$ cat config.mk
export PLATFORM = sky130hd
export DESIGN_NAME = mp_uart_rx
export DESIGN_NICKNAME = d
export VERILOG_FILES = /design/src/rtl/mpurx_pkg.sv /design/src/rtl/mpurx_sync.sv /design/src/rtl/mpurx_frame.sv /design/src/rtl/mpurx_status.sv /design/src/rtl/mp_uart_rx.sv
export SDC_FILE = /design/constraint.sdc
export NUM_CORES = 1
export LEC_CHECK = 0
export BUFFER_PORTS_ARGS = -buffer_cell sky130_fd_sc_hd__buf_4
export CAP_MARGIN = 20
export CORE_ASPECT_RATIO = 0.6
export CORE_UTILIZATION = 30
export CTS_CLUSTER_SIZE = 12
export DETAILED_ROUTE_END_ITERATION = 16
export PLACE_DENSITY_LB_ADDON = 0.05
export SYNTH_ARGS = -nofsm -noshare
export SYNTH_HDL_FRONTEND = slang
export SYNTH_SLANG_ARGS = --single-unit
$ cat constraint.sdc
create_clock -name clk -period 1.7 [get_ports clk]
set_clock_uncertainty 0.05 [all_clocks]
set_input_delay 0.085 -clock clk [delete_from_list [all_inputs] [get_ports clk]]
set_output_delay 0.085 -clock clk [all_outputs]
set_load 0.05 [all_outputs]
$ cat src/rtl/mpurx_pkg.sv
package mpurx_pkg;
  localparam int unsigned MPURX_DW = 8;

  typedef enum logic [2:0] {
    RX_IDLE,
    RX_START,
    RX_DATA,
    RX_PAR,
    RX_MPB,
    RX_STOP
  } rx_state_e;

  typedef struct packed {
    logic [MPURX_DW-1:0] data;
    logic                par;
    logic                mpb;
    logic                stop;
  } rx_frame_t;
endpackage

$ cat src/rtl/mpurx_sync.sv
module mpurx_sync #(
  parameter int unsigned STAGES = 2
) (
  input  logic clk,
  input  logic rst_n,
  input  logic din,
  output logic dout
);
  logic [STAGES-1:0] sh;

  generate
    if (STAGES == 1) begin : g_one
      always_ff @(posedge clk) begin
        if (!rst_n) sh <= '1;
        else        sh <= din;
      end
    end else begin : g_chain
      always_ff @(posedge clk) begin
        if (!rst_n) sh <= '1;
        else        sh <= {sh[STAGES-2:0], din};
      end
    end
  endgenerate

  assign dout = sh[STAGES-1];
endmodule

$ cat src/rtl/mpurx_frame.sv
module mpurx_frame
  import mpurx_pkg::*;
#(
  parameter int unsigned OVS = 16
) (
  input  logic      clk,
  input  logic      rst_n,
  input  logic      tick,
  input  logic      line,
  input  logic      rx_en,
  input  logic      par_en,
  input  logic      mp_fmt,
  output logic      frm_done,
  output rx_frame_t frm
);
  localparam int unsigned CW = $clog2(OVS);
  localparam int unsigned IW = $clog2(MPURX_DW);
  localparam logic [CW-1:0] MID  = CW'(OVS/2 - 1);
  localparam logic [CW-1:0] LAST = CW'(OVS - 1);
  localparam logic [IW-1:0] LAST_BIT = IW'(MPURX_DW - 1);

  rx_state_e            st;
  logic [CW-1:0]        cnt;
  logic [IW-1:0]        idx;
  logic [MPURX_DW-1:0]  shreg;
  logic                 par_b;
  logic                 mpb_b;
  logic                 line_q;
  logic                 bit_pt;

  // sample point in the middle of a data, parity, mp or stop bit
  assign bit_pt = tick && (cnt == LAST);

  always_ff @(posedge clk) begin
    if (!rst_n) begin
      st       <= RX_IDLE;
      cnt      <= '0;
      idx      <= '0;
      shreg    <= '0;
      par_b    <= 1'b0;
      mpb_b    <= 1'b0;
      line_q   <= 1'b1;
      frm_done <= 1'b0;
      frm      <= '0;
    end else begin
      frm_done <= 1'b0;
      if (tick) line_q <= line;
      if (!rx_en) begin
        st  <= RX_IDLE;
        cnt <= '0;
      end else if (tick) begin
        unique case (st)
          RX_IDLE: begin
            if (line_q && !line) begin
              st  <= RX_START;
              cnt <= CW'(1);
            end
          end
          RX_START: begin
            if (cnt == MID) begin
              cnt <= '0;
              idx <= '0;
              st  <= line ? RX_IDLE : RX_DATA;
            end else begin
              cnt <= cnt + 1'b1;
            end
          end
          default: cnt <= bit_pt ? '0 : cnt + 1'b1;
        endcase

        if (bit_pt) begin
          unique case (st)
            RX_DATA: begin
              shreg <= {line, shreg[MPURX_DW-1:1]};
              if (idx == LAST_BIT)
                st <= par_en ? RX_PAR : (mp_fmt ? RX_MPB : RX_STOP);
              else
                idx <= idx + 1'b1;
            end
            RX_PAR: begin
              par_b <= line;
              st    <= mp_fmt ? RX_MPB : RX_STOP;
            end
            RX_MPB: begin
              mpb_b <= line;
              st    <= RX_STOP;
            end
            RX_STOP: begin
              frm_done <= 1'b1;
              frm      <= '{data: shreg, par: par_b, mpb: mpb_b, stop: line};
              st       <= RX_IDLE;
            end
            default: ;
          endcase
        end
      end
    end
  end
endmodule

$ cat src/rtl/mpurx_status.sv
module mpurx_status
  import mpurx_pkg::*;
(
  input  logic                clk,
  input  logic                rst_n,
  input  logic                frm_done,
  input  rx_frame_t           frm,
  input  logic                mp_en,
  input  logic                mp_fmt,
  input  logic                par_en,
  input  logic                par_odd,
  input  logic                err_clr,
  input  logic                rd_ready,
  output logic                rd_valid,
  output logic [MPURX_DW-1:0] rd_data,
  output logic                err_parity,
  output logic                err_frame,
  output logic                err_overrun
);
  logic accept, take, par_bad, blocked;

  assign accept  = frm_done && !(mp_fmt && mp_en && !frm.mpb);
  assign take    = rd_valid && rd_ready;
  assign par_bad = par_en && ((^{frm.data, frm.par}) != par_odd);
  assign blocked = rd_valid && !take;

  always_ff @(posedge clk) begin
    if (!rst_n) begin
      rd_valid    <= 1'b0;
      rd_data     <= '0;
      err_parity  <= 1'b0;
      err_frame   <= 1'b0;
      err_overrun <= 1'b0;
    end else begin
      if (take) rd_valid <= 1'b0;
      if (accept && !blocked) begin
        rd_data  <= frm.data;
        rd_valid <= 1'b1;
      end
      err_parity  <= (err_parity  && !err_clr) || (accept && par_bad);
      err_frame   <= (err_frame   && !err_clr) || (accept && !frm.stop);
      err_overrun <= (err_overrun && !err_clr) || (accept && blocked);
    end
  end
endmodule

$ cat src/rtl/mp_uart_rx.sv
module mp_uart_rx
  import mpurx_pkg::*;
#(
  parameter int unsigned OVS         = 16,
  parameter int unsigned SYNC_STAGES = 2
) (
  input  logic                clk,
  input  logic                rst_n,
  input  logic                sample_tick,
  input  logic                rxd,
  input  logic                cfg_rx_en,
  input  logic                cfg_mp_en,
  input  logic                cfg_mp_fmt,
  input  logic                cfg_par_en,
  input  logic                cfg_par_odd,
  input  logic                err_clr,
  output logic                rd_valid,
  input  logic                rd_ready,
  output logic [MPURX_DW-1:0] rd_data,
  output logic                err_parity,
  output logic                err_frame,
  output logic                err_overrun
);
  logic      line_s;
  logic      frm_done;
  rx_frame_t frm_q;
  logic      frm_mpb;
  logic      frm_stop;

  assign frm_mpb  = frm_q.mpb;
  assign frm_stop = frm_q.stop;

  mpurx_sync #(.STAGES(SYNC_STAGES)) u_sync (
    .clk  (clk),
    .rst_n(rst_n),
    .din  (rxd),
    .dout (line_s)
  );

  mpurx_frame #(.OVS(OVS)) u_frame (
    .clk     (clk),
    .rst_n   (rst_n),
    .tick    (sample_tick),
    .line    (line_s),
    .rx_en   (cfg_rx_en),
    .par_en  (cfg_par_en),
    .mp_fmt  (cfg_mp_fmt),
    .frm_done(frm_done),
    .frm     (frm_q)
  );

  mpurx_status u_status (
    .clk        (clk),
    .rst_n      (rst_n),
    .frm_done   (frm_done),
    .frm        (frm_q),
    .mp_en      (cfg_mp_en),
    .mp_fmt     (cfg_mp_fmt),
    .par_en     (cfg_par_en),
    .par_odd    (cfg_par_odd),
    .err_clr    (err_clr),
    .rd_ready   (rd_ready),
    .rd_valid   (rd_valid),
    .rd_data    (rd_data),
    .err_parity (err_parity),
    .err_frame  (err_frame),
    .err_overrun(err_overrun)
  );
endmodule

Word level (Yosys, flattened, before mapping)
Cells that the tools add are included.
{"block": "totals", "elab_cells": 87, "output_inout_bits": 12, "in_bits": 11, "regBits": 47}
{"block": "classes", "eq_ne": 10, "reduce_logical": 36, "add_sub_neg": 2, "n_mux": 21}
{"cell": "$mux 3", "count": 10}
{"cell": "$reduce_and 4->1", "count": 5}
{"cell": "$logic_and 1x1->1", "count": 15}
{"cell": "$mux 4", "count": 3}
{"cell": "$pmux 3 s4", "count": 1}
{"cell": "$eq 3x3->1 const B", "count": 3}
{"cell": "$reduce_xor 9->1", "count": 1}
{"cell": "$pmux 4 s2", "count": 1}
{"cell": "$logic_not 1->1", "count": 7}
{"cell": "$eq 3x2->1 const B", "count": 2}
{"cell": "$pmux 3 s2", "count": 1}
{"cell": "$reduce_and 2->1", "count": 3}
{"cell": "$add 4x1->4 const B", "count": 1}
{"cell": "$eq 4x3->1 const B", "count": 1}
{"cell": "$eq 4x4->1 const B", "count": 1}
{"cell": "$mux 1", "count": 4}
{"cell": "$add 3x1->3 const B", "count": 1}
{"cell": "$eq 3x1->1 const B", "count": 1}
{"cell": "$logic_not 3->1", "count": 1}
{"cell": "$logic_or 1x1->1", "count": 3}
{"cell": "$mux 2", "count": 1}
{"cell": "$ne 2x1->1 const B", "count": 1}
{"cell": "$reduce_bool 2->1", "count": 1}
{"cell": "$ne 1x1->1", "count": 1}

Logic depth before layout (Yosys ltp)
Gate-level depths: netlist (run 1).
{"block": "logic_depth", "depth_word": 7, "depth_mapped": 7, "ltp_nobuf": 6}

By module
From an unflattened synthesis (run 1), not the netlist that was laid out.
{"block": "hier_totals", "hier_cells": 219, "hier_area_um2": 2152.1}
{"module": "mpurx_frame", "seq_area_each_um2": 660.6, "instances": 1, "cells_per_inst": 164, "area_per_inst_um2": 1555.2}
{"module": "mpurx_status", "seq_area_each_um2": 240.2, "instances": 1, "cells_per_inst": 51, "area_per_inst_um2": 544.3}
{"module": "mpurx_sync", "seq_area_each_um2": 40.0, "instances": 1, "cells_per_inst": 4, "area_per_inst_um2": 52.6}

Least setup slack after synthesis (run 1)
Ideal clock, no wire load.
{"block": "synth_timing", "path_type": "register -> register", "startpoint": "reg u_frame.cnt[0]", "endpoint": "reg u_frame.st[0]", "path_slack_ns": -0.036, "synth_period_minus_slack_ns": 1.736, "setup_ns": 0.103, "n_path_buf": 0, "arrival_time_ns": 1.583, "required_ns": 1.547, "path_stages_with_launch": 7, "cell_sequence": "dfxtp_1 -> ha_1 -> and2_1 -> and4_4 -> o31ai_1 -> a211oi_1 -> a2111oi_2"}
{"block": "synth_between", "elab_chain_len": 6, "elab_cells_between_ends": 8, "cone_classes": "2 x eq/ne; 5 x mux; 1 x reduce/logical"}
{"element": "from (decl)", "line_no": "mpurx_frame.sv:23", "text": "logic [CW-1:0] cnt;"}
{"element": "from (signal assigned)", "line_no": "mpurx_frame.sv:65", "text": "cnt <= cnt + 1'b1;"}
{"element": "from (signal assigned)", "line_no": "mpurx_frame.sv:68", "text": "default: cnt <= bit_pt ? '0 : cnt + 1'b1;"}
{"element": "$eq 4x3->1", "line_no": "mpurx_frame.sv:60", "text": "if (cnt == MID) begin"}
{"element": "$mux 3", "line_no": "mpurx_frame.sv:60"}
{"element": "$pmux 3 s2", "line_no": "mpurx_frame.sv:52", "text": "unique case (st)"}
{"element": "$mux 3", "line_no": "mpurx_frame.sv:75", "text": "if (idx == LAST_BIT)"}
{"element": "$pmux 3 s4", "line_no": "mpurx_frame.sv:72", "text": "unique case (st)"}
{"element": "$mux 3 *", "line_no": "mpurx_frame.sv:71", "text": "if (bit_pt) begin"}
{"element": "to (signal assigned)", "line_no": "mpurx_frame.sv:63", "text": "st <= line ? RX_IDLE : RX_DATA;"}
{"element": "to (signal assigned)", "line_no": "mpurx_frame.sv:76", "text": "st <= par_en ? RX_PAR : (mp_fmt ? RX_MPB : RX_STOP);"}
{"element": "to (signal assigned)", "line_no": "mpurx_frame.sv:82", "text": "st <= mp_fmt ? RX_MPB : RX_STOP;"}
{"element": "to (decl)", "line_no": "mpurx_frame.sv:22", "text": "rx_state_e st;"}
Mark *: on every way between the ends. The rest lies on a longest branch, timed or not.
A chain may end at the register's enable or synchronous reset.

Final worst setup path (run 1)
{"block": "layout_timing", "startpoint": "reg u_frame.cnt[1]", "endpoint": "reg u_frame.idx[0]"}
{"block": "layout_between", "elab_chain_len": 6, "elab_cells_between_ends": 8, "cone_classes": "2 x eq/ne; 5 x mux; 1 x reduce/logical"}
{"element": "$eq 4x3->1", "line_no": "mpurx_frame.sv:60"}
{"element": "$mux 3", "line_no": "mpurx_frame.sv:60"}
{"element": "$mux 3", "line_no": "mpurx_frame.sv:52"}
{"element": "$mux 3", "line_no": "mpurx_frame.sv:75"}
{"element": "$mux 3", "line_no": "mpurx_frame.sv:72"}
{"element": "$mux 3 *", "line_no": "mpurx_frame.sv:71"}
{"element": "to (signal assigned)", "line_no": "mpurx_frame.sv:78", "text": "idx <= idx + 1'b1;"}
{"element": "to (decl)", "line_no": "mpurx_frame.sv:24", "text": "logic [IW-1:0] idx;"}
Marks and branches as above.

==> impl_table.tex, run 1 <==
\begin{tabular}{lr}
\hline
Metric & Value \\
\hline
\multicolumn{2}{l}{\textbf{Die}} \\
\quad Die X & about 110 um \\
\quad Top-level port count & 23 \\
\quad Total Die Area & 7280 sq um \\
\quad Core box area & roughly 6700 sq um \\
\quad Cell row count & 23 \\
\quad Initial core utilization & 0.312 \\
\quad DIE HEIGHT & roughly 67 um \\
\multicolumn{2}{l}{\textbf{Route}} \\
\quad Vias/cell & approximately 4.7 \\
\quad Post-route DRC violation count & 0 \\
\quad First-pass detailed-route iteration total & 4 \\
\quad Via count & approximately 1700 \\
\quad Number of nets still failing antenna checks after routing & 0 \\
\quad Final routed wire length divided by cell count & between 10 and 15 um \\
\quad Detailed-route wire length & roughly 4900 um \\
\quad DRC marker count from the first detailed-route iteration & 82 \\
\multicolumn{2}{l}{\textbf{Worst setup path}} \\
\quad Worst Setup End Kind & register \\
\quad Worst Reg2Reg Path Length in Cells & 6 \\
\quad Critical path destination & u\_frame.idx[0] \\
\quad Flop2flop setup slack & 70 ps \\
\quad Setup crit start & u\_frame.cnt[1] \\
\quad Reg-to-reg critical path startpoint & u\_frame.cnt[1] \\
\quad Data arrival at the endpoint of the critical path & roughly 1800 ps \\
\quad Req. time, crit path & approximately 1800 ps \\
\quad Critical setup path kind & reg -> reg \\
\quad Worst Path Max Fanout & 4 \\
\quad Worst Setup Start Kind & register \\
\quad Worst flop-to-flop path endpoint & u\_frame.idx[0] \\
\multicolumn{2}{l}{\textbf{Layout}} \\
\quad Non-filler instance count after layout & roughly 370 \\
\quad Layout overhead on the synthesized area & 30.2\% \\
\quad Commonest non-fill, non-tap cell in the layout & sky130\_fd\_sc\_hd\_\_dfxtp\_1 \\
\quad Fraction of final layout cells sized beyond drive strength 1 & 0.245 \\
\quad Finished Core Util & 0.406 \\
\quad Layout filler cell count & just under 700 \\
\quad Top library cells by usage in the layout, fill and taps aside & sky130\_fd\_sc\_hd\_\_dfxtp\_1, sky130\_fd\_sc\_hd\_\_buf\_4, sky130\_fd\_sc\_hd\_\_nand2\_1 \\
\quad Diodes inserted & 0 \\
\quad Fin nets & just under 300 \\
\multicolumn{2}{l}{\textbf{Timing}} \\
\quad Time the worst path needs with I/O delays and setup & 1630 ps \\
\quad Highest Clock Rate & about 0.6 GHz \\
\quad Pins over their slew limit & 0 \\
\quad Period Utilization, post-route & 0.962 \\
\quad Accumulated negative setup slack & 0 ps \\
\quad Max\_slew headroom & 0.736 \\
\quad Final-report setup violation count & 0 \\
\quad Final Hold Vio Count & 0 \\
\quad Worst Max-Slew Pin Slew & between 300 and 400 ps \\
\multicolumn{2}{l}{\textbf{Synthesis}} \\
\quad Synthesized Nets & 251 \\
\quad Area of the mapped netlist & 2080 sq um \\
\quad FF+latch count, synth & 47 \\
\quad Proportion of synthesized chip area in sequential cells & 0.452 \\
\quad Average instance area after synthesis & a little under 9 sq um \\
\quad Cell type with the largest total area after synthesis & sky130\_fd\_sc\_hd\_\_dfxtp\_1 \\
\quad Count of synthesis-stage warnings from yosys & 0 \\
\quad Synth top area cells & sky130\_fd\_sc\_hd\_\_dfxtp\_1, sky130\_fd\_sc\_hd\_\_mux2i\_1, sky130\_fd\_sc\_hd\_\_a21oi\_1 \\
\quad Number of library cell types mapped by synthesis & about 40 \\
\quad Top cell type's share of synthesized area & 0.452 \\
\quad Number of cells produced by synthesis & 237 \\
\multicolumn{2}{l}{\textbf{Place}} \\
\quad Number of placed cells counting well taps & about 360 \\
\quad Final weighted congestion in routability-driven placement & between 0.7 and 0.8 \\
\quad Count of port buffers added during placement & 22 \\
\quad HPWL Detailed & 3540 um \\
\multicolumn{2}{l}{\textbf{CTS}} \\
\quad Number of buffers created by CTS & 5 \\
\quad Root buffer cell & sky130\_fd\_sc\_hd\_\_clkbuf\_16 \\
\quad Maximum number of buffers from clock root to sink & 2 \\
\quad \# clock sinks & 47 \\
\quad Clock latency on the worst-skew pair & slightly below 300 ps \\
\quad TritonCTS clock tree & yes \\
\quad Clock Pin Slew Worst Setup and Hold Paths & roughly 60 ps \\
\quad H-tree levels & 2 \\
\multicolumn{2}{l}{\textbf{Global routing}} \\
\quad Overflow left after global routing & 0 \\
\quad Wire length of the first global-routing pass & around 8200 um \\
\quad Largest net degree at the start of global routing & 37 \\
\quad Antenna violations before repair & 0 \\
\quad Overall global routing resource usage & 0.153 \\
\quad Number of global-route vias before repair & between 1500 and 2000 \\
\multicolumn{2}{l}{\textbf{Worst hold path}} \\
\quad Hold Crit Depth & 3 \\
\quad Worst min path class & in -> reg \\
\multicolumn{2}{l}{\textbf{Power and ir drop}} \\
\quad PwrDens & 803 nW/um\^{}2 \\
\quad Worst ir drop on vdd & 0.000384 V \\
\quad Leakage power total & between 1 and 1.5 nW \\
\multicolumn{2}{l}{\textbf{Status}} \\
\quad Status & finished, final reports clean \\
\multicolumn{2}{l}{\textbf{Run}} \\
\quad Max-cap violation count & 0 \\
\hline
\end{tabular}
-- registers in the layout, summed over array words and instances, names as in the netlist, 2 cells and up --
name,flops
u_sync.sh,2
u_status.rd_data,8
u_frame.idx,3
u_frame.cnt,4
u_frame.shreg,8
u_frame.frm,11
u_frame.st,3
-- cells in the mapped netlist --
library cell	number
sky130_fd_sc_hd__and2_1	1
sky130_fd_sc_hd__xnor3_1	1
sky130_fd_sc_hd__mux2i_1	16
sky130_fd_sc_hd__a22oi_1	2
sky130_fd_sc_hd__inv_1	7
sky130_fd_sc_hd__a31oi_1	3
sky130_fd_sc_hd__nand3_4	1
sky130_fd_sc_hd__o21ai_0	9
sky130_fd_sc_hd__a221oi_1	1
sky130_fd_sc_hd__nand2b_1	4
sky130_fd_sc_hd__dfxtp_1	47
sky130_fd_sc_hd__nand3_2	1
sky130_fd_sc_hd__a21oi_1	25
sky130_fd_sc_hd__a21o_1	1
sky130_fd_sc_hd__and4_4	1
sky130_fd_sc_hd__a2111oi_2	1
sky130_fd_sc_hd__o41ai_2	1
sky130_fd_sc_hd__nor3_1	3
sky130_fd_sc_hd__nor3_4	1
sky130_fd_sc_hd__nand2_1	29
sky130_fd_sc_hd__clkinv_1	1
sky130_fd_sc_hd__nor3b_2	1
sky130_fd_sc_hd__o31ai_1	1
sky130_fd_sc_hd__or3_1	1
sky130_fd_sc_hd__xnor2_1	7
sky130_fd_sc_hd__nand3_1	20
sky130_fd_sc_hd__nor2_2	1
sky130_fd_sc_hd__ha_1	3
sky130_fd_sc_hd__or3b_1	1
sky130_fd_sc_hd__o21bai_1	1
sky130_fd_sc_hd__clkbuf_1	6
sky130_fd_sc_hd__a32oi_1	1
sky130_fd_sc_hd__o21a_1	1
sky130_fd_sc_hd__nor3_2	1
sky130_fd_sc_hd__nor2_1	24
sky130_fd_sc_hd__and3_1	1
sky130_fd_sc_hd__a211oi_1	2
sky130_fd_sc_hd__nor2b_1	3
sky130_fd_sc_hd__nand4_1	2
sky130_fd_sc_hd__inv_2	1
sky130_fd_sc_hd__buf_4	3
-- stage by stage --
stage | total power, mW | instance area [sq um] | hold WS [ps] | setup WS (ps)
2_1_floorplan | 1.17 | 2080 | 96.9 | -4.59
3_3_place_gp | 1.21 | 2470 | 219 | 26.8
3_5_place_dp | 1.21 | 2470 | 221 | -2.54
4_1_cts | 2.22 | 2660 | 43.1 | 2.36
5_1_grt | 2.26 | 2710 | 54.0 | -7.61
6_report | 2.18 | 2710 | 48.5 | 65.4
-- critical path, stage by stage, from the launching register on --
cell and delay, ps:
sky130_fd_sc_hd__dfxtp_2 360, sky130_fd_sc_hd__ha_4 150, sky130_fd_sc_hd__nand4_1 130, sky130_fd_sc_hd__or3b_1 420, sky130_fd_sc_hd__a21o_1 220, sky130_fd_sc_hd__mux2i_1 130
sky130_fd_sc_hd__nor2_1 50
-- worst min path at each step --
stage,startpoint,endpoint
finish,cfg_par_en,u_status.err_parity
global route,cfg_par_en,u_status.err_parity
CTS,cfg_par_en,u_status.err_parity
detailed placement,rxd,u_sync.sh[0]
global placement,rxd,u_sync.sh[0]
floorplan,rst_n,u_frame.line_q
-- power breakdown --
part	internal (mW)	total (mW)	switching (mW)	leakage (nW)
logic	0.0379	0.0866	0.0487	0.677
clock network	0.575	0.983	0.408	0.0727
registers	1.10	1.11	0.00136	0.381
-- timing repair --
action	in CTS	in global routing
hold endpoints to repair	4	0
hold buffers	4	0
endpoints found under the setup margin	2	13
setup buffers	0	1
pin swaps	1	4
gates resized for setup	1	10
gates cloned	0	0
-- per-layer routing --
layer / vias to the layer above / track usage / share of wire
li1: 913 / - / -
met2: 28 / 0.192 / 0.35
met3: 6 / 0.0450 / 0.032
met1: 772 / 0.236 / 0.60
met4: 0 / 0.0550 / 0.014
met5: - / 0 / 0
-- final cells by class --
class,count,area (sq um),area share
inverters,9,33.8,0.0125
multi-input cells,172,1100,0.407
flip-flops and latches,47,945,0.349
repair buffers,47,375,0.139
clock buffers,6,139,0.0513
well taps,87,109,0.0402
clock inverters,1,5.00,0.00185
-- cells by family (layout without fill, tap and decap cells) --
kind of cell	count (synthesis)	after routing	share of synthesized area
simple gates	96	96	0.232
compound gates	49	49	0.143
flops	47	47	0.452
buf+inv	18	63	0.0379
mux	16	16	0.0770
xor+xnor	8	8	0.0403
fa+ha+maj	3	3	0.0180
Power figures use the tool's default switching activity.
==> run 2, diff against run 1 <==
Settings changed: CORE_MARGIN from default to 8.
Clock period 1.7 ns to 2 ns, I/O delays scaled along.
==> impl_table.tex, run 2 (synthesis results as in run 1) <==
\begin{tabular}{lr}
\hline
Metric & Value \\
\hline
\multicolumn{2}{l}{\textbf{Status}} \\
\quad Status & finished, final reports clean \\
\multicolumn{2}{l}{\textbf{Worst setup path}} \\
\quad Flop2flop setup slack & 170 ps (+100 ps) \\
\quad Req. time, crit path & 2130 ps (+320 ps) \\
\quad Worst Setup End Kind & register \\
\quad Critical Path, Cell by Cell & ha\_2 > and2\_2 > and4\_4 > o31ai\_1 > a211oi\_1 > a2111oi\_2 \\
\quad Worst Reg2Reg Path Length in Cells & 6 (unchanged) \\
\quad Worst flop-to-flop path endpoint & u\_frame.st[0] \\
\quad Critical path destination & u\_frame.st[0] \\
\quad Worst Setup Start Kind & register \\
\quad Worst Path Max Fanout & 5 (+1) \\
\quad Critical setup path kind & reg -> reg \\
\quad Setup crit start & u\_frame.cnt[0] \\
\quad Critical path's largest stage delay & 350 ps (-70 ps) \\
\quad Slowest stage cell on the critical path & sky130\_fd\_sc\_hd\_\_dfxtp\_1 \\
\quad Data arrival at the endpoint of the critical path & 1960 ps (+210 ps) \\
\quad Reg-to-reg critical path startpoint & u\_frame.cnt[0] \\
\multicolumn{2}{l}{\textbf{Power and ir drop}} \\
\quad Combinational share of power & 0.036 (-0.004) \\
\quad Clk network pwr share & 0.512 (+0.060) \\
\quad Cell-internal power & 1.69 mW (-1.6\%) \\
\quad Proportion of total power due to net switching & 0.188 (-0.0227) \\
\quad Worst ir drop on vdd & 0.000343 V (-11\%) \\
\quad Net Switching & 0.391 mW (-15\%) \\
\quad Leakage power total & 1.09 nW (-3.7\%) \\
\quad PwrDens & 789 nW/um\^{}2 (-1.8\%) \\
\quad Sequential power share & 0.452 (-0.056) \\
\multicolumn{2}{l}{\textbf{Route}} \\
\quad Detailed-route wire length & 4830 um (-1.8\%) \\
\quad First-pass detailed-route iteration total & 4 (unchanged) \\
\quad Post-route DRC violation count & 0 (unchanged) \\
\quad Vias/cell & 4.73 (+1.5\%) \\
\quad Final routed wire length divided by cell count & 13.4 um (+0.99\%) \\
\quad DRC marker count from the first detailed-route iteration & 108 (+32\%) \\
\quad Via count & 1698 (-1.2\%) \\
\quad Number of nets still failing antenna checks after routing & 0 (unchanged) \\
\multicolumn{2}{l}{\textbf{CTS}} \\
\quad Clock Pin Slew Worst Setup and Hold Paths & 60 ps (about the same) \\
\quad H-tree levels & 2 (unchanged) \\
\quad Root buffer cell & sky130\_fd\_sc\_hd\_\_clkbuf\_16 \\
\quad \# clock sinks & 47 (unchanged) \\
\quad TritonCTS clock tree & yes \\
\quad Maximum number of buffers from clock root to sink & 2 (unchanged) \\
\quad Number of buffers created by CTS & 5 (unchanged) \\
\quad Clock latency on the worst-skew pair & 280 ps (about the same) \\
\multicolumn{2}{l}{\textbf{Global routing}} \\
\quad Overall global routing resource usage & 0.103 (-0.0504) \\
\quad Number of global-route vias before repair & 1578 (-2.4\%) \\
\quad Wire length of the first global-routing pass & 8080 um (-1.7\%) \\
\quad Antenna violations before repair & 0 (unchanged) \\
\quad Largest net degree at the start of global routing & 37 (unchanged) \\
\quad Overflow left after global routing & 0 (unchanged) \\
\multicolumn{2}{l}{\textbf{Timing}} \\
\quad Final-report setup violation count & 0 (unchanged) \\
\quad Highest Clock Rate & 0.546 GHz (-11\%) \\
\quad Period Utilization, post-route & 0.916 (-0.0454) \\
\quad Pins over their slew limit & 0 (unchanged) \\
\quad Final Hold Vio Count & 0 (unchanged) \\
\quad Time the worst path needs with I/O delays and setup & 1830 ps (+198 ps) \\
\quad Max\_slew headroom & 0.732 (-0.00403) \\
\quad Worst Max-Slew Pin Slew & 398 ps (+1.84 ps) \\
\quad Accumulated negative setup slack & 0 ps (unchanged) \\
\quad Unrepaired setup endpoints after global routing & false \\
\multicolumn{2}{l}{\textbf{Die}} \\
\quad Top-level port count & 23 (unchanged) \\
\quad Die X & 124 um (+13\%) \\
\quad Cell row count & 23 (unchanged) \\
\quad DIE HEIGHT & 80.5 um (+21\%) \\
\quad Core box area & 6710 sq um (+0.43\%) \\
\quad Total Die Area & 9940 sq um (+37\%) \\
\quad Initial core utilization & 0.310 (-0.00134) \\
\multicolumn{2}{l}{\textbf{Layout}} \\
\quad Design Area, Final & 2640 sq um (-2.6\%) \\
\quad Commonest non-fill, non-tap cell in the layout & sky130\_fd\_sc\_hd\_\_dfxtp\_1 \\
\quad Largest Register & u\_frame.frm \\
\quad Top library cells by usage in the layout, fill and taps aside & sky130\_fd\_sc\_hd\_\_dfxtp\_1, sky130\_fd\_sc\_hd\_\_buf\_4, sky130\_fd\_sc\_hd\_\_nand2\_1 \\
\quad Area of the multi-input gates & 1070 sq um (-2.7\%) \\
\quad Layout filler cell count & 696 (+0.29\%) \\
\quad Layout overhead on the synthesized area & 26.8\% \\
\quad Sequential cell area in the final layout & 941 sq um (-0.40\%) \\
\quad Regs by FF count & u\_frame.frm x11, u\_frame.shreg x8, u\_status.rd\_data x8 \\
\quad Fin nets & 285 (-3.7\%) \\
\quad Fraction of final layout cells sized beyond drive strength 1 & 0.188 (-0.0572) \\
\quad Diodes inserted & 0 (unchanged) \\
\quad Number of flip-flops under the largest register name & 11 (unchanged) \\
\multicolumn{2}{l}{\textbf{Place}} \\
\quad Final weighted congestion in routability-driven placement & 0.742 (-6.9\%) \\
\quad HPWL Detailed & 3530 um (-0.23\%) \\
\quad Count of port buffers added during placement & 22 (unchanged) \\
\quad DP Area & 2380 sq um (-3.9\%) \\
\multicolumn{2}{l}{\textbf{Run}} \\
\quad Max-cap violation count & 0 (unchanged) \\
\multicolumn{2}{l}{\textbf{Worst hold path}} \\
\quad Worst min path class & in -> reg \\
\quad Hold Crit Depth & 3 (unchanged) \\
\hline
\end{tabular}
==> run 2: cell count changes in the layout (fill, tap and decap cells not counted), moves of 2 or more <==
cell	delta
sky130_fd_sc_hd__buf_4	-11
sky130_fd_sc_hd__bufinv_16	+2
sky130_fd_sc_hd__dfxtp_1	+3
sky130_fd_sc_hd__dfxtp_2	-3
sky130_fd_sc_hd__ha_1	+2
==> run 2: repair_timing <==
action,4_1_cts,5_1_grt
endpoints found under the setup margin,0,11
endpoints found under the hold margin,4,0
hold buffers,4,0
setup buffers,0,0
gates resized for setup,0,3
==> run 2: critical path, delay by kind of cell, from the launching register on <==
| family | cells | cell delay (ps) |
|---|---|---|
| adder cells (fa/ha/maj) | 1 | 220 |
| AO/OA/AOI/OAI | 3 | 660 |
| flip-flops | 1 | 350 |
| AND/OR/NAND/NOR | 2 | 450 |
==> run 2: metal layers <==
layer	global-route usage	routed length (um)	vias up
met4	0.0215	12	0
met5	0	0	-
met3	0.0343	245	2
met2	0.132	1850	27
met1	0.156	2720	777
li1	-	-	892
==> run 2: cell type report <==
cell class	instances	share of cell area
clock inverters	2	0.0228
clock buffers	6	0.0489
well taps	87	0.0413
repair buffers	36	0.111
multi-input cells	172	0.407
inverters	9	0.0128
flip-flops and latches	47	0.357
==> run 2: worst min path at each step <==
| stage | from | end |
|---|---|---|
| finish | cfg_par_en | u_status.err_parity |
| global route | cfg_par_en | u_status.err_parity |
| CTS | cfg_par_en | u_status.err_parity |
| detailed placement | rxd | u_sync.sh[0] |
| global placement | rxd | u_sync.sh[0] |
| floorplan | rst_n | u_frame.line_q |
==> run 2: stage by stage <==
stage	setup WS, ps	hold WS, ps	power, mW	utilization	instances
final	168	59.5	2.08	0.393	359
after global routing	59.3	81.6	2.16	0.393	359
after CTS	102	53.0	2.11	0.389	358
after detailed placement	127	238	1.03	0.355	346
after global placement	185	241	1.03	0.355	346
after floorplan	264	112	0.995	-	237
==> run 2: power groups by stage <==
stage | Clock [mW] | Sequential, mW | Combinational (mW)
finish | 1.07 | 0.940 | 0.0747
global route | 1.14 | 0.940 | 0.0824
CTS | 1.10 | 0.940 | 0.0708
detailed placement | 0 | 0.961 | 0.0645
global placement | 0 | 0.961 | 0.0655
floorplan | 0 | 0.962 | 0.0330
==> run 3, diff against run 2 <==
Settings changed: CTS_CLUSTER_SIZE 12 to 20, PLACE_DENSITY from default to 0.43, PLACE_DENSITY_LB_ADDON 0.05 to default.
==> impl_table.tex, run 3 (synthesis results as in run 1) <==
\begin{tabular}{lr}
\hline
Metric & Value \\
\hline
\multicolumn{2}{l}{\textbf{Worst setup path}} \\
\quad Data arrival at the endpoint of the critical path & 2030 ps (+70 ps) \\
\quad Critical path's largest stage delay & 340 ps (about the same) \\
\quad Critical setup path kind & reg -> reg \\
\quad Slowest stage cell on the critical path & sky130\_fd\_sc\_hd\_\_dfxtp\_1 \\
\quad Flop2flop setup slack & 110 ps (-60 ps) \\
\quad Worst Reg2Reg Path Length in Cells & 6 (unchanged) \\
\quad Reg-to-reg critical path startpoint & u\_frame.cnt[0] \\
\quad Req. time, crit path & 2140 ps (about the same) \\
\quad Setup crit start & u\_frame.cnt[0] \\
\quad Critical Path, Cell by Cell & ha\_1 > and2\_1 > and4\_4 > o31ai\_1 > a211oi\_1 > a2111oi\_2 \\
\quad Worst Setup Start Kind & register \\
\quad Worst flop-to-flop path endpoint & u\_frame.st[0] \\
\quad Worst Setup End Kind & register \\
\quad Worst Path Max Fanout & 5 (unchanged) \\
\multicolumn{2}{l}{\textbf{Timing}} \\
\quad Accumulated negative setup slack & 0 ps (unchanged) \\
\quad Worst hold margin & 60.3 ps (+0.747 ps) \\
\quad Period Utilization, post-route & 0.945 (+0.0294) \\
\quad Pins over their slew limit & 0 (unchanged) \\
\quad Final-report setup violation count & 0 (unchanged) \\
\quad Time the worst path needs with I/O delays and setup & 1890 ps (+58.7 ps) \\
\quad Max\_slew headroom & 0.588 (-0.144) \\
\quad Highest Clock Rate & 0.529 GHz (-3.1\%) \\
\quad Worst Max-Slew Pin Slew & 612 ps (+214 ps) \\
\quad Unrepaired setup endpoints after global routing & false \\
\quad Final Hold Vio Count & 0 (unchanged) \\
\multicolumn{2}{l}{\textbf{CTS}} \\
\quad Post-CTS Setup Inserts & 0 (unchanged) \\
\quad Clock Pin Slew Worst Setup and Hold Paths & 60 ps (about the same) \\
\quad Maximum number of buffers from clock root to sink & 2 (unchanged) \\
\quad Clock latency on the worst-skew pair & 290 ps (about the same) \\
\quad Number of buffers created by CTS & 5 (unchanged) \\
\quad H-tree levels & 2 (unchanged) \\
\quad Root buffer cell & sky130\_fd\_sc\_hd\_\_clkbuf\_16 \\
\quad TritonCTS clock tree & yes \\
\quad CTS-repair resized insts & 0 (unchanged) \\
\quad \# clock sinks & 47 (unchanged) \\
\multicolumn{2}{l}{\textbf{Layout}} \\
\quad Fraction of final layout cells sized beyond drive strength 1 & 0.190 (+0.00228) \\
\quad Largest Register & u\_frame.frm \\
\quad Non-filler instance count after layout & 361 (+0.56\%) \\
\quad Number of flip-flops under the largest register name & 11 (unchanged) \\
\quad Fin nets & 287 (+0.70\%) \\
\quad Diodes inserted & 0 (unchanged) \\
\quad Commonest non-fill, non-tap cell in the layout & sky130\_fd\_sc\_hd\_\_dfxtp\_1 \\
\quad Layout overhead on the synthesized area & 24.8\% \\
\quad Regs by FF count & u\_frame.frm x11, u\_frame.shreg x8, u\_status.rd\_data x8 \\
\quad Top library cells by usage in the layout, fill and taps aside & sky130\_fd\_sc\_hd\_\_dfxtp\_1, sky130\_fd\_sc\_hd\_\_buf\_4, sky130\_fd\_sc\_hd\_\_nand2\_1 \\
\multicolumn{2}{l}{\textbf{Power and ir drop}} \\
\quad PwrDens & 708 nW/um\^{}2 (-10\%) \\
\quad Clk network pwr share & 0.450 (-0.062) \\
\quad Sequential power share & 0.512 (+0.060) \\
\quad Combinational share of power & 0.038 (+0.002) \\
\quad Worst ir drop on vdd & 0.000398 V (+16\%) \\
\quad Cell-internal power & 1.43 mW (-15\%) \\
\quad Leakage power total & 1.08 nW (-1.0\%) \\
\quad Net Switching & 0.406 mW (+3.8\%) \\
\quad Proportion of total power due to net switching & 0.221 (+0.0330) \\
\multicolumn{2}{l}{\textbf{Die}} \\
\quad Initial core utilization & 0.310 (unchanged) \\
\quad Core box area & 6710 sq um (unchanged) \\
\quad Total Die Area & 9940 sq um (unchanged) \\
\quad Cell row count & 23 (unchanged) \\
\quad Die X & 124 um (unchanged) \\
\quad Top-level port count & 23 (unchanged) \\
\quad DIE HEIGHT & 80.5 um (unchanged) \\
\multicolumn{2}{l}{\textbf{Place}} \\
\quad HPWL Detailed & 3500 um (-1.1\%) \\
\quad Final weighted congestion in routability-driven placement & 0.782 (+5.4\%) \\
\quad Number of placed cells counting well taps & 348 (+0.58\%) \\
\quad Count of port buffers added during placement & 22 (unchanged) \\
\multicolumn{2}{l}{\textbf{Route}} \\
\quad Vias/cell & 4.74 (+0.27\%) \\
\quad First-pass detailed-route iteration total & 4 (unchanged) \\
\quad Post-route DRC violation count & 0 (unchanged) \\
\quad Number of nets still failing antenna checks after routing & 0 (unchanged) \\
\quad DRC marker count from the first detailed-route iteration & 105 (-2.8\%) \\
\quad Via count & 1712 (+0.82\%) \\
\quad Final routed wire length divided by cell count & 13.5 um (+0.17\%) \\
\quad Detailed-route wire length & 4860 um (+0.73\%) \\
\multicolumn{2}{l}{\textbf{Run}} \\
\quad Max-cap violation count & 0 (unchanged) \\
\multicolumn{2}{l}{\textbf{Worst hold path}} \\
\quad Worst hold path startpoint & cfg\_par\_en \\
\quad Worst min path class & in -> reg \\
\quad Hold Crit Depth & 3 (unchanged) \\
\quad Worst hold endpoint & u\_status.err\_parity \\
\multicolumn{2}{l}{\textbf{Global routing}} \\
\quad Overall global routing resource usage & 0.104 (+0.00124) \\
\quad Largest net degree at the start of global routing & 37 (unchanged) \\
\quad Overflow left after global routing & 0 (unchanged) \\
\quad Number of global-route vias before repair & 1548 (-1.9\%) \\
\quad Wire length of the first global-routing pass & 8020 um (-0.77\%) \\
\quad Antenna violations before repair & 0 (unchanged) \\
\multicolumn{2}{l}{\textbf{Status}} \\
\quad Status & finished, final reports clean \\
\hline
\end{tabular}
-- run 3: changes by cell type in the layout (fill, tap and decap cells not counted), sizes merged --
cell / previous run / this run
bufinv: 2 / 0
clkbuf: 6 / 5
clkinv: 1 / 2
buf: 32 / 34
clkinvlp: 0 / 2
-- run 3: how the worst max path moves through the flow --
stage / cells past startpoint / end
after floorplan: 6 / u_frame.st[0]
after global placement: 6 / u_frame.st[0]
after detailed placement: 6 / u_frame.st[0]
final: 6 / u_frame.st[0]
after global routing: 6 / u_frame.st[0]
after CTS: 6 / u_frame.st[0]
-- run 3: area by class of cell --
type,count,area (sq um)
Fill cell,694,4110
Timing Repair Buffer,38,308
Clock inverter,3,20.0
Inverter,9,33.8
Clock buffer,5,125
Sequential cell,47,941
Tap cell,87,109
Multi-Input combinational cell,172,1060
-- run 3: power by group through the flow --
stage	clock (mW)	combinational, mW	sequential, mW
2_1_floorplan	0	0.0330	0.962
3_3_place_gp	0	0.0605	0.963
3_5_place_dp	0	0.0594	0.963
4_1_cts	0.854	0.0656	0.941
5_1_grt	0.901	0.0760	0.941
6_report	0.826	0.0699	0.942
-- run 3: what timing repair did --
| action | in CTS | in global routing |
|---|---|---|
| endpoints found under the setup margin | 0 | 0 |
| hold buffers | 4 | 0 |
| endpoints found under the hold margin | 4 | 0 |
-- run 3: critical path: cells and delay by family (launching register included) --
kind / cells / cell delay (ps)
AOI/OAI and AO/OA: 3 / 680
adders and majority gates: 1 / 250
DFF: 1 / 340
and+or+nand+nor: 2 / 470
-- run 3: layer usage --
metal  track usage  wire [um]  up-vias
met2         0.123       1750       24
met4        0.0323         59        0
met1         0.163       2860      783
li1              -          -      898
met3        0.0343        193        7
met5             0          0        -
-- run 3: through the flow --
stage	total power, mW	cell area, sq um	worst slack (ps)	util
4_1_cts	1.86	2580	127	0.384
2_1_floorplan	0.995	2080	264	-
5_1_grt	1.92	2600	19.7	0.387
3_5_place_dp	1.02	2390	141	0.357
3_3_place_gp	1.02	2390	133	0.357
6_report	1.84	2600	109	0.387
